### config.mk
export PLATFORM = sky130hd
export DESIGN_NAME = pllcfg_sequencer
export DESIGN_NICKNAME = d
export VERILOG_FILES = /design/src/rtl/pllcfg_pkg.sv /design/src/rtl/pllcfg_seq_fsm.sv /design/src/rtl/pllcfg_lock_guard.sv /design/src/rtl/pllcfg_sequencer.sv
export SDC_FILE = /design/constraint.sdc
export NUM_CORES = 1
export LEC_CHECK = 0
export ABC_CLOCK_PERIOD_IN_PS = 1800
export BUFFER_PORTS_ARGS = -buffer_cell sky130_fd_sc_hd__buf_2
export CELL_PAD_IN_SITES_DETAIL_PLACEMENT = 0
export CELL_PAD_IN_SITES_GLOBAL_PLACEMENT = 1
export CORE_MARGIN = 4
export CORE_UTILIZATION = 27
export DETAILED_ROUTE_END_ITERATION = 10
export GPL_TIMING_DRIVEN = 0
export PLACE_DENSITY_LB_ADDON = 0.1
export SLEW_MARGIN = 0
export SYNTH_ARGS = -nofsm -noshare
export SYNTH_HDL_FRONTEND = slang
export SYNTH_HIERARCHICAL = 1
export SYNTH_SLANG_ARGS = --single-unit
### constraint.sdc
create_clock -name clk -period 1.8 [get_ports clk]
set_input_delay 0.36 -clock clk [delete_from_list [all_inputs] [get_ports clk]]
set_output_delay 0.36 -clock clk [all_outputs]
set_load 0.01 [all_outputs]
### src/rtl/pllcfg_pkg.sv
// Shared constants, state encoding and data formatting for the PLL
// reconfiguration sequencer. Addresses are word addresses on the engine's
// management port.
package pllcfg_pkg;

    localparam logic [5:0] ADDR_IMG_OFS = 6'h1F;  // image starting offset
    localparam logic [5:0] ADDR_KICK    = 6'h02;  // start image reload
    localparam logic [5:0] ADDR_PHASE   = 6'h06;  // dynamic phase step

    typedef enum logic [3:0] {
        S_IDLE,
        S_OFS_RDY,
        S_OFS_WR,
        S_KICK_RDY,
        S_KICK_WR,
        S_LOAD_BUSY,
        S_LOAD_DONE,
        S_PH_RDY,
        S_PH_WR,
        S_PH_GAP,
        S_SETTLE,
        S_ALIGN
    } seq_state_t;

    // Phase-step word: one step, counter select in [20:16], direction in [21].
    function automatic logic [31:0] phase_word(input logic [4:0] sel, input logic up);
        return {10'd0, up, sel, 16'd1};
    endfunction

endpackage

### src/rtl/pllcfg_seq_fsm.sv
// Script engine: offset write, start write, reload wait, paced phase steps
// for two counters, settling wait, then alignment reset pulse.
// Assumes the engine raises wait-request after the start write and lowers
// it when the reload is complete.
module pllcfg_seq_fsm
    import pllcfg_pkg::*;
#(
    parameter int         NUM_STEPS  = 15,
    parameter int         STEP_GAP   = 64,
    parameter int         SETTLE_CYC = 32,
    parameter int         RST_CYC    = 8,
    parameter logic [4:0] SEL_A      = 5'd1,
    parameter logic [4:0] SEL_B      = 5'd2,
    parameter logic       STEP_UP    = 1'b1
) (
    input  logic        clk,
    input  logic        rst_n,
    input  logic        req,
    input  logic        waitreq,
    output logic        wr,
    output logic [5:0]  addr,
    output logic [31:0] wdata,
    output logic        align_rst,
    output logic        busy
);

    localparam int MAXC = (STEP_GAP > SETTLE_CYC)
                        ? ((STEP_GAP > RST_CYC) ? STEP_GAP : RST_CYC)
                        : ((SETTLE_CYC > RST_CYC) ? SETTLE_CYC : RST_CYC);
    localparam int TW = $clog2(MAXC + 1);
    localparam int SW = $clog2(NUM_STEPS + 1);

    seq_state_t     state;
    logic [TW-1:0]  tmr;
    logic [SW-1:0]  step_idx;
    logic           on_b;
    logic           last_step;

    assign last_step = on_b && (step_idx == SW'(NUM_STEPS - 1));

    // State, timer and step bookkeeping.
    always_ff @(posedge clk) begin
        if (!rst_n) begin
            state    <= S_IDLE;
            tmr      <= '0;
            step_idx <= '0;
            on_b     <= 1'b0;
        end else begin
            case (state)
                S_IDLE:      if (req) state <= S_OFS_RDY;
                S_OFS_RDY:   if (!waitreq) state <= S_OFS_WR;
                S_OFS_WR:    state <= S_KICK_RDY;
                S_KICK_RDY:  if (!waitreq) state <= S_KICK_WR;
                S_KICK_WR:   state <= S_LOAD_BUSY;
                S_LOAD_BUSY: if (waitreq) state <= S_LOAD_DONE;
                S_LOAD_DONE: begin
                    if (!waitreq) begin
                        state    <= S_PH_RDY;
                        step_idx <= '0;
                        on_b     <= 1'b0;
                    end
                end
                S_PH_RDY:    if (!waitreq) state <= S_PH_WR;
                S_PH_WR: begin
                    state <= S_PH_GAP;
                    tmr   <= TW'(STEP_GAP - 1);
                end
                S_PH_GAP: begin
                    if (tmr != '0) begin
                        tmr <= tmr - 1'b1;
                    end else if (last_step) begin
                        state <= S_SETTLE;
                        tmr   <= TW'(SETTLE_CYC - 1);
                    end else begin
                        state <= S_PH_RDY;
                        if (step_idx == SW'(NUM_STEPS - 1)) begin
                            step_idx <= '0;
                            on_b     <= 1'b1;
                        end else begin
                            step_idx <= step_idx + 1'b1;
                        end
                    end
                end
                S_SETTLE: begin
                    if (tmr != '0) begin
                        tmr <= tmr - 1'b1;
                    end else begin
                        state <= S_ALIGN;
                        tmr   <= TW'(RST_CYC - 1);
                    end
                end
                S_ALIGN: begin
                    if (tmr != '0) tmr <= tmr - 1'b1;
                    else           state <= S_IDLE;
                end
                default:     state <= S_IDLE;
            endcase
        end
    end

    // Decode the write bus from the registered state.
    always_comb begin
        wr    = 1'b0;
        addr  = '0;
        wdata = '0;
        case (state)
            S_OFS_WR: begin
                wr    = 1'b1;
                addr  = ADDR_IMG_OFS;
                wdata = 32'h0000_0000;
            end
            S_KICK_WR: begin
                wr    = 1'b1;
                addr  = ADDR_KICK;
                wdata = 32'h0000_0001;
            end
            S_PH_WR: begin
                wr    = 1'b1;
                addr  = ADDR_PHASE;
                wdata = phase_word(on_b ? SEL_B : SEL_A, STEP_UP);
            end
            default: ;
        endcase
    end

    assign align_rst = (state == S_ALIGN);
    assign busy      = (state != S_IDLE);

endmodule

### src/rtl/pllcfg_lock_guard.sv
// Loss-of-lock recovery: a falling lock level sampled while not held off
// starts a reset pulse of RST_CYC cycles. Assumes the hold input is high for
// the whole of a reconfiguration.
module pllcfg_lock_guard #(
    parameter int RST_CYC = 8
) (
    input  logic clk,
    input  logic rst_n,
    input  logic locked,
    input  logic hold,
    output logic lock_rst
);

    localparam int CW = $clog2(RST_CYC + 1);

    logic          locked_q;
    logic [CW-1:0] pulse_cnt;

    // Track previous lock level and run the recovery pulse counter.
    always_ff @(posedge clk) begin
        if (!rst_n) begin
            locked_q  <= 1'b0;
            pulse_cnt <= '0;
        end else begin
            locked_q <= locked;
            if (locked_q && !locked && !hold)
                pulse_cnt <= CW'(RST_CYC);
            else if (pulse_cnt != '0)
                pulse_cnt <= pulse_cnt - 1'b1;
        end
    end

    assign lock_rst = (pulse_cnt != '0);

endmodule

### src/rtl/pllcfg_sequencer.sv
// Top of the PLL reconfiguration sequencer: script engine plus lock guard,
// with both reset sources merged onto one PLL reset line.
module pllcfg_sequencer #(
    parameter int         NUM_STEPS  = 15,
    parameter int         STEP_GAP   = 64,
    parameter int         SETTLE_CYC = 32,
    parameter int         RST_CYC    = 8,
    parameter logic [4:0] SEL_A      = 5'd1,
    parameter logic [4:0] SEL_B      = 5'd2,
    parameter logic       STEP_UP    = 1'b1
) (
    input  logic        clk,
    input  logic        rst_n,
    input  logic        cfg_req,
    input  logic        mgmt_waitreq,
    input  logic        pll_locked,
    output logic        mgmt_wr,
    output logic [5:0]  mgmt_addr,
    output logic [31:0] mgmt_wdata,
    output logic        pll_rst,
    output logic        busy
);

    logic align_rst;
    logic lock_rst;

    pllcfg_seq_fsm #(
        .NUM_STEPS (NUM_STEPS),
        .STEP_GAP  (STEP_GAP),
        .SETTLE_CYC(SETTLE_CYC),
        .RST_CYC   (RST_CYC),
        .SEL_A     (SEL_A),
        .SEL_B     (SEL_B),
        .STEP_UP   (STEP_UP)
    ) u_fsm (
        .clk      (clk),
        .rst_n    (rst_n),
        .req      (cfg_req),
        .waitreq  (mgmt_waitreq),
        .wr       (mgmt_wr),
        .addr     (mgmt_addr),
        .wdata    (mgmt_wdata),
        .align_rst(align_rst),
        .busy     (busy)
    );

    pllcfg_lock_guard #(
        .RST_CYC(RST_CYC)
    ) u_guard (
        .clk     (clk),
        .rst_n   (rst_n),
        .locked  (pll_locked),
        .hold    (busy),
        .lock_rst(lock_rst)
    );

    assign pll_rst = align_rst | lock_rst;

endmodule

# Word level (Yosys, flattened, before mapping)
# Index checks and enable logic that the tools add are counted.
dict set report op_classes {
  add_sub_neg 3
  n_eq_ne 25
  n_mux 32
  bitwise 2
  reduce_logical 18
}
# op n
set ops {}
lappend ops {{$mux 4} 16}
lappend ops {{$pmux 4 s12} 1}
lappend ops {{$pmux 22 s2} 1}
lappend ops {{$mux 7} 4}
lappend ops {{$pmux 7 s4} 1}
lappend ops {{$eq 4x4->1 const B} 5}
lappend ops {{$ne 2x2->1 const B} 10}
lappend ops {{$eq 4x3->1 const B} 4}
lappend ops {{$pmux 5 s3} 1}
lappend ops {{$reduce_bool 4->1} 3}
lappend ops {{$reduce_and 9->1} 1}
lappend ops {{$eq 4x2->1 const B} 2}
lappend ops {{$pmux 4 s2} 1}
lappend ops {{$reduce_bool 7->1} 1}
lappend ops {{$sub 7x1->7 const B} 1}
lappend ops {{$mux 1} 5}
lappend ops {{$reduce_and 5->1} 1}
lappend ops {{$add 4x1->4 const B} 1}
lappend ops {{$eq 4x1->1 const B} 1}
lappend ops {{$logic_not 4->1} 1}
lappend ops {{$ne 2x1->1 const B} 2}
lappend ops {{$reduce_and 4->1} 1}
lappend ops {{$reduce_bool 2->1} 2}
lappend ops {{$sub 4x1->4 const B} 1}
lappend ops {{other kinds (10)} 13}
dict set report totals {
  regBits 21
  output_inout_bits 41
  word_cells 87
}

# Longest topological paths before layout
dict set report depth {
  depth_word 5
  depth_mapped 7
  depth_no_buf 7
}

# Cells and area by module
# Netlist, hierarchy kept.
# module instances cells_each area_per_inst_um2 seq_area_each_um2
set by_module_without_submodules {}
lappend by_module_without_submodules {pllcfg_seq_fsm 1 179 1387.6 320.3}
lappend by_module_without_submodules {pllcfg_lock_guard 1 25 236.5 100.1}
lappend by_module_without_submodules {pllcfg_sequencer 1 1 6.3 0.0}

# Worst setup path after synthesis
# OpenSTA, ideal clock, no wires.
dict set report synth_path {
  path_type {reg2reg}
  start {reg u_fsm.state[1]}
  end {reg u_guard.pulse_cnt[1]}
  setup_ps 120
  arrival_time_ps 1631
  t_required_ps 1680
  path_slack_ps 49
  stages_incl_launch_ff 7
  path_cell_list {dfxtp_1 > buf_6 > or2_4 > or3_1 > or3b_2 > nand2_1 > a211oi_2}
}
dict set report synth_via {
  elab_chain_cells 4
}
# element line_no
set synth_rtl {}
lappend synth_rtl {{from (decl)} pllcfg_seq_fsm.sv:33} ;# seq_state_t state;
lappend synth_rtl {{from (signal assigned)} pllcfg_seq_fsm.sv:44} ;# state <= S_IDLE;
lappend synth_rtl {{from (signal assigned)} pllcfg_seq_fsm.sv:50} ;# S_IDLE: if (req) state <= S_OFS_RDY;
lappend synth_rtl {{from (signal assigned)} pllcfg_seq_fsm.sv:51} ;# S_OFS_RDY: if (!waitreq) state <= S_OFS_WR;
lappend synth_rtl {{$reduce_bool 4->1} pllcfg_seq_fsm.sv:127} ;# assign busy = (state != S_IDLE);
lappend synth_rtl {{net busy} pllcfg_sequencer.sv:21} ;# output logic busy
lappend synth_rtl {{$logic_not 1->1} pllcfg_lock_guard.sv:26} ;# if (locked_q && !locked && !hold)
lappend synth_rtl {{$logic_and 1x1->1} pllcfg_lock_guard.sv:26}
lappend synth_rtl {{$reduce_or 2->1 (no line)} --}
lappend synth_rtl {{to (signal assigned)} pllcfg_lock_guard.sv:27} ;# pulse_cnt <= CW'(RST_CYC);
lappend synth_rtl {{to (signal assigned)} pllcfg_lock_guard.sv:29} ;# pulse_cnt <= pulse_cnt - 1'b1;
lappend synth_rtl {{to (decl)} pllcfg_lock_guard.sv:17} ;# logic [CW-1:0] pulse_cnt;
# The timed path passes the listed nets, and every way through them passes these cells.
# A chain may end at the register's enable or synchronous reset.

# Final worst setup path
dict set report layout_path {
  start {reg u_guard.pulse_cnt[1]}
  end {out pll_rst}
}
dict set report layout_via {
  elab_chain_cells 2
}
# element line_no
set layout_rtl {}
lappend layout_rtl {{$reduce_bool 4->1} pllcfg_lock_guard.sv:33} ;# assign lock_rst = (pulse_cnt != '0);
lappend layout_rtl {{net lock_rst} pllcfg_sequencer.sv:25} ;# logic lock_rst;
lappend layout_rtl {{$or 1x1->1} pllcfg_sequencer.sv:57} ;# assign pll_rst = align_rst | lock_rst;
lappend layout_rtl {{to (decl)} pllcfg_sequencer.sv:20} ;# output logic pll_rst,
# The timed path passes the listed nets, and every way through them passes these cells.

==> results.toml <==
[cells_and_area]
num_antenna_cells = 0
multi_input_area_um2 = 1102
nets = 290
area.growth.synth_to_final_pct = 45.05
fin_util_pct = 40.18
fillers = 629
regArea_um2 = 434.2
layout-drive-gt1-share_pct = 44.60

[drt]
drt_wl_total_um = 4012
vias = 1472
dr.pass1.iters = 4
drtIter0Drc = 28
avgViaCountPerCell = 4.170
wl_per_cell_um = 11.37
antenna_left = 0
drc_errors = 0

[clock_network]
postCtsHoldBufs = 0
cts_htree_levels = 1
cts_buffer_depth = 2
clk_latency_ns = 0.26
root_buffer = "clkbuf_8"
path_clk_slew_ns = 0.09
cts_tree = "yes"
cts_inserted_buffers = 3
cts_num_sinks = 21

[critical_path]
cp.required_ns = 1.44
slowest_stage = "or3b_4"
path_buf_inv = 2
crit_path_cell_trace = "inv_2 > ha_4 > or3b_4 > or2_1 > buf_2"
cp-start-kind = "register"
crit_path_end_kind = "primary output"
arrival_ns = 1.51
crit_path_max_fanout = 2
slowest_delay_ns = 0.37
crit_family = "simple AND/OR/NAND/NOR gates"
worstSetupPathType = "reg2out"

[timing]
finalHoldViolCount = 0
min_period_ns = 1.867
tightest_slew_ns = 0.4897
fin_skew_ns = 0.002518
setup_viol_count_final = 2
rsz0062_at_grt = "true"
max_freq_ghz = 0.5355
maxSlewViolCount = 0
setup_slack_ns = -0.06728
setup-tns-final_ns = -0.07456
fin_crit_sh_pct = 103.7
slew_headroom_pct = 67.08

[synth]
yosysSeqAreaShare_pct = 25.79
ys_ff_latch = 21
syn_area_um2 = 1630
synth_cell_type_count = 53
synth.avg_cell_area_um2 = 7.953
yosysWarningCount = 6
async_flop_share_pct = 0
synthCells = 205
synth_edf_count = 0
ys.flop_type = "dfxtp_1"

[global_route]
grt_max_degree = 13
groute.usage.overall_pct = 10.65
grt_pass1_vias = 1347
overflow = 0
antenna_found_initial = 0
grt_pass1_wl_um = 6334

[pwr]
clkPwrFrac_pct = 7.8
sw_frac_of_total_pct = 43.68
power_switching_mw = 1.828
p_int_mw = 2.356
powerDensity_nw_per_um2 = 1769
peakVddDrop_v = 0.0006940
p_seq_share_pct = 19.1
leakage_nw = 1.113
pwr-share-comb_pct = 73.1

[die]
row_count = 28
initial_utilization_pct = 27.70
die_h_um = 85.71
ios = 46
core_area_um2 = 5886
die_w_um = 85.71
die-area_um2 = 7345

[run_status]
status = "finished with violations"
violations = "setup timing"

[min_path]
hp-class = "in2reg"

[placement]
place.gp.congestion = 0.7100
dp_hpwl_um = 2792
port_buffers = 16

[flow_run]
drv_cap = 0
[through the flow]
step                area, um^2  instances  total power, mW  hold slack [ns]  setup slack (ns)
global placement          1909        324            3.029           0.4670           -0.1822
finish                    2365        353            4.184           0.3100          -0.06728
global route              2365        353            4.545           0.3037           -0.1401
floorplan                 1735        233            2.480           0.4502           0.04858
detailed placement        1909        324            3.002           0.4664           -0.1845
CTS                       2168        336            3.783           0.3045          -0.07298
[synthesized netlist by cell type, types with 2 or more instances]
master    instances  area, um^2
o21ai_1           2       10.01
and2_1            2       12.51
a211oi_1          2       15.01
ha_1              6       75.07
o211a_1           2       20.02
or2_2             4       25.02
nand2b_1          4       25.02
nand2_1          18       67.56
nor3_1            5       25.02
o21ai_0           6       30.03
nor2_2            2       12.51
nand3_1           6       30.03
dfxtp_1          21       420.4
buf_2             2       10.01
inv_1             9       33.78
and3_1            2       12.51
clkbuf_1          3       11.26
nor2b_1           2       12.51
buf_4            33       247.7
a211oi_2          2       25.02
mux2i_1           4       40.04
nand4_1           2       12.51
xnor2_1           2       17.52
nor2_1           19       71.32
or3_1             2       12.51
nand3b_1          2       15.01
a21oi_1          14       70.07
o31ai_1           2       15.01
[worst register-to-register path: cells and delay by family (launching register included)]
family,cells,cell delay (ns)
AOI/OAI and AO/OA,1,0.05
and+or+nand+nor,4,1.11
buffers and inverters,1,0.12
DFF,1,0.32
[timing repair]
item,4_1_cts,5_1_grt
buffers inserted,10,15
gates cloned,0,2
setup endpoints to repair,18,21
endpoints found under the hold margin,0,0
gates resized for setup,40,17
pin swaps,6,6
[power by group through the flow]
stage | registers, mW | logic, mW | clock network [mW]
after floorplan | 0.743 | 1.74 | 0
after global placement | 0.785 | 2.24 | 0
after detailed placement | 0.781 | 2.22 | 0
after CTS | 0.794 | 2.64 | 0.348
after global routing | 0.827 | 3.35 | 0.366
final | 0.798 | 3.06 | 0.326
[final timing paths]
| check | startpoint | endpoint | slack, ns | cells past startpoint |
|---|---|---|---|---|
| worst max-delay path | u_guard/pulse_cnt[1] | pll_rst | -0.07 | 5 |
| worst min-delay path | pll_locked | u_guard/locked_q | 0.31 | 2 |
| worst max register to register | u_fsm/state[1] | u_guard/pulse_cnt[1] | 0.08 | 6 |
| worst min register to register | u_fsm/tmr[6] | u_fsm/tmr[6] | 0.48 | 1 |
[state kept, by name, indices dropped and copies added (netlist names)]
name	cells
u_fsm/on_b	1
u_fsm/state	4
u_fsm/step_idx	4
u_fsm/tmr	7
u_guard/locked_q	1
u_guard/pulse_cnt	4
[area by class of cell]
type | count | area share, %
inverters | 9 | 1.429
repair buffers | 43 | 13.49
well taps | 75 | 3.968
clock inverters | 1 | 0.2116
clock buffers | 3 | 1.746
multi-input cells | 163 | 46.61
plain buffers | 38 | 14.18
flip-flops and latches | 21 | 18.36
[cells by family (layout without fill, tap and decap cells)]
logic type      after synthesis  after routing  share of synthesized area (%)
other cells                   1             29                         0.2300
buf+inv                      49             94                          19.57
mux                           4              4                          2.456
xor+xnor                      3              3                          1.612
compound gates               42             42                          19.72
fa+ha+maj                     6              6                          4.605
simple gates                 79             79                          26.02
flops                        21             21                          25.79
[layout by cell type, fill, tap and decap left out, types with 2 or more instances in the layout]
cell type / synthesis / routed
a211oi_1: 2 / 2
a211oi_2: 2 / 2
a21oi_1: 14 / 13
a31oi_4: 1 / 2
and2_1: 2 / 2
and3_1: 2 / 2
buf_2: 2 / 12
buf_4: 33 / 56
buf_6: 1 / 8
buf_8: 0 / 2
clkbuf_16: 0 / 2
clkbuf_8: 0 / 3
conb_1: 1 / 29
dfxtp_1: 21 / 14
dfxtp_2: 0 / 5
dfxtp_4: 0 / 2
ha_1: 6 / 5
inv_1: 9 / 6
inv_2: 0 / 3
mux2i_1: 4 / 4
nand2_1: 18 / 16
nand2_2: 0 / 2
nand2b_4: 0 / 2
nand3_1: 6 / 5
nand3b_1: 2 / 2
nand4_1: 2 / 2
nor2_1: 19 / 18
nor2_2: 2 / 3
nor3_1: 5 / 4
nor3_4: 1 / 2
o211a_1: 2 / 2
o21ai_0: 6 / 5
o21ai_1: 2 / 3
o31ai_1: 2 / 2
or2_4: 1 / 4
or3_4: 1 / 2
or3b_4: 0 / 2
xnor2_1: 2 / 2
[layer usage]
layer	vias up	wire length, um	GRT usage (%)
met1	659	1963	14.53
met5	-	0	0
li1	789	-	-
met4	0	38	3.453
met2	22	1903	17.02
met3	2	107	1.825
No activity file was read; power rests on OpenSTA's default activity.
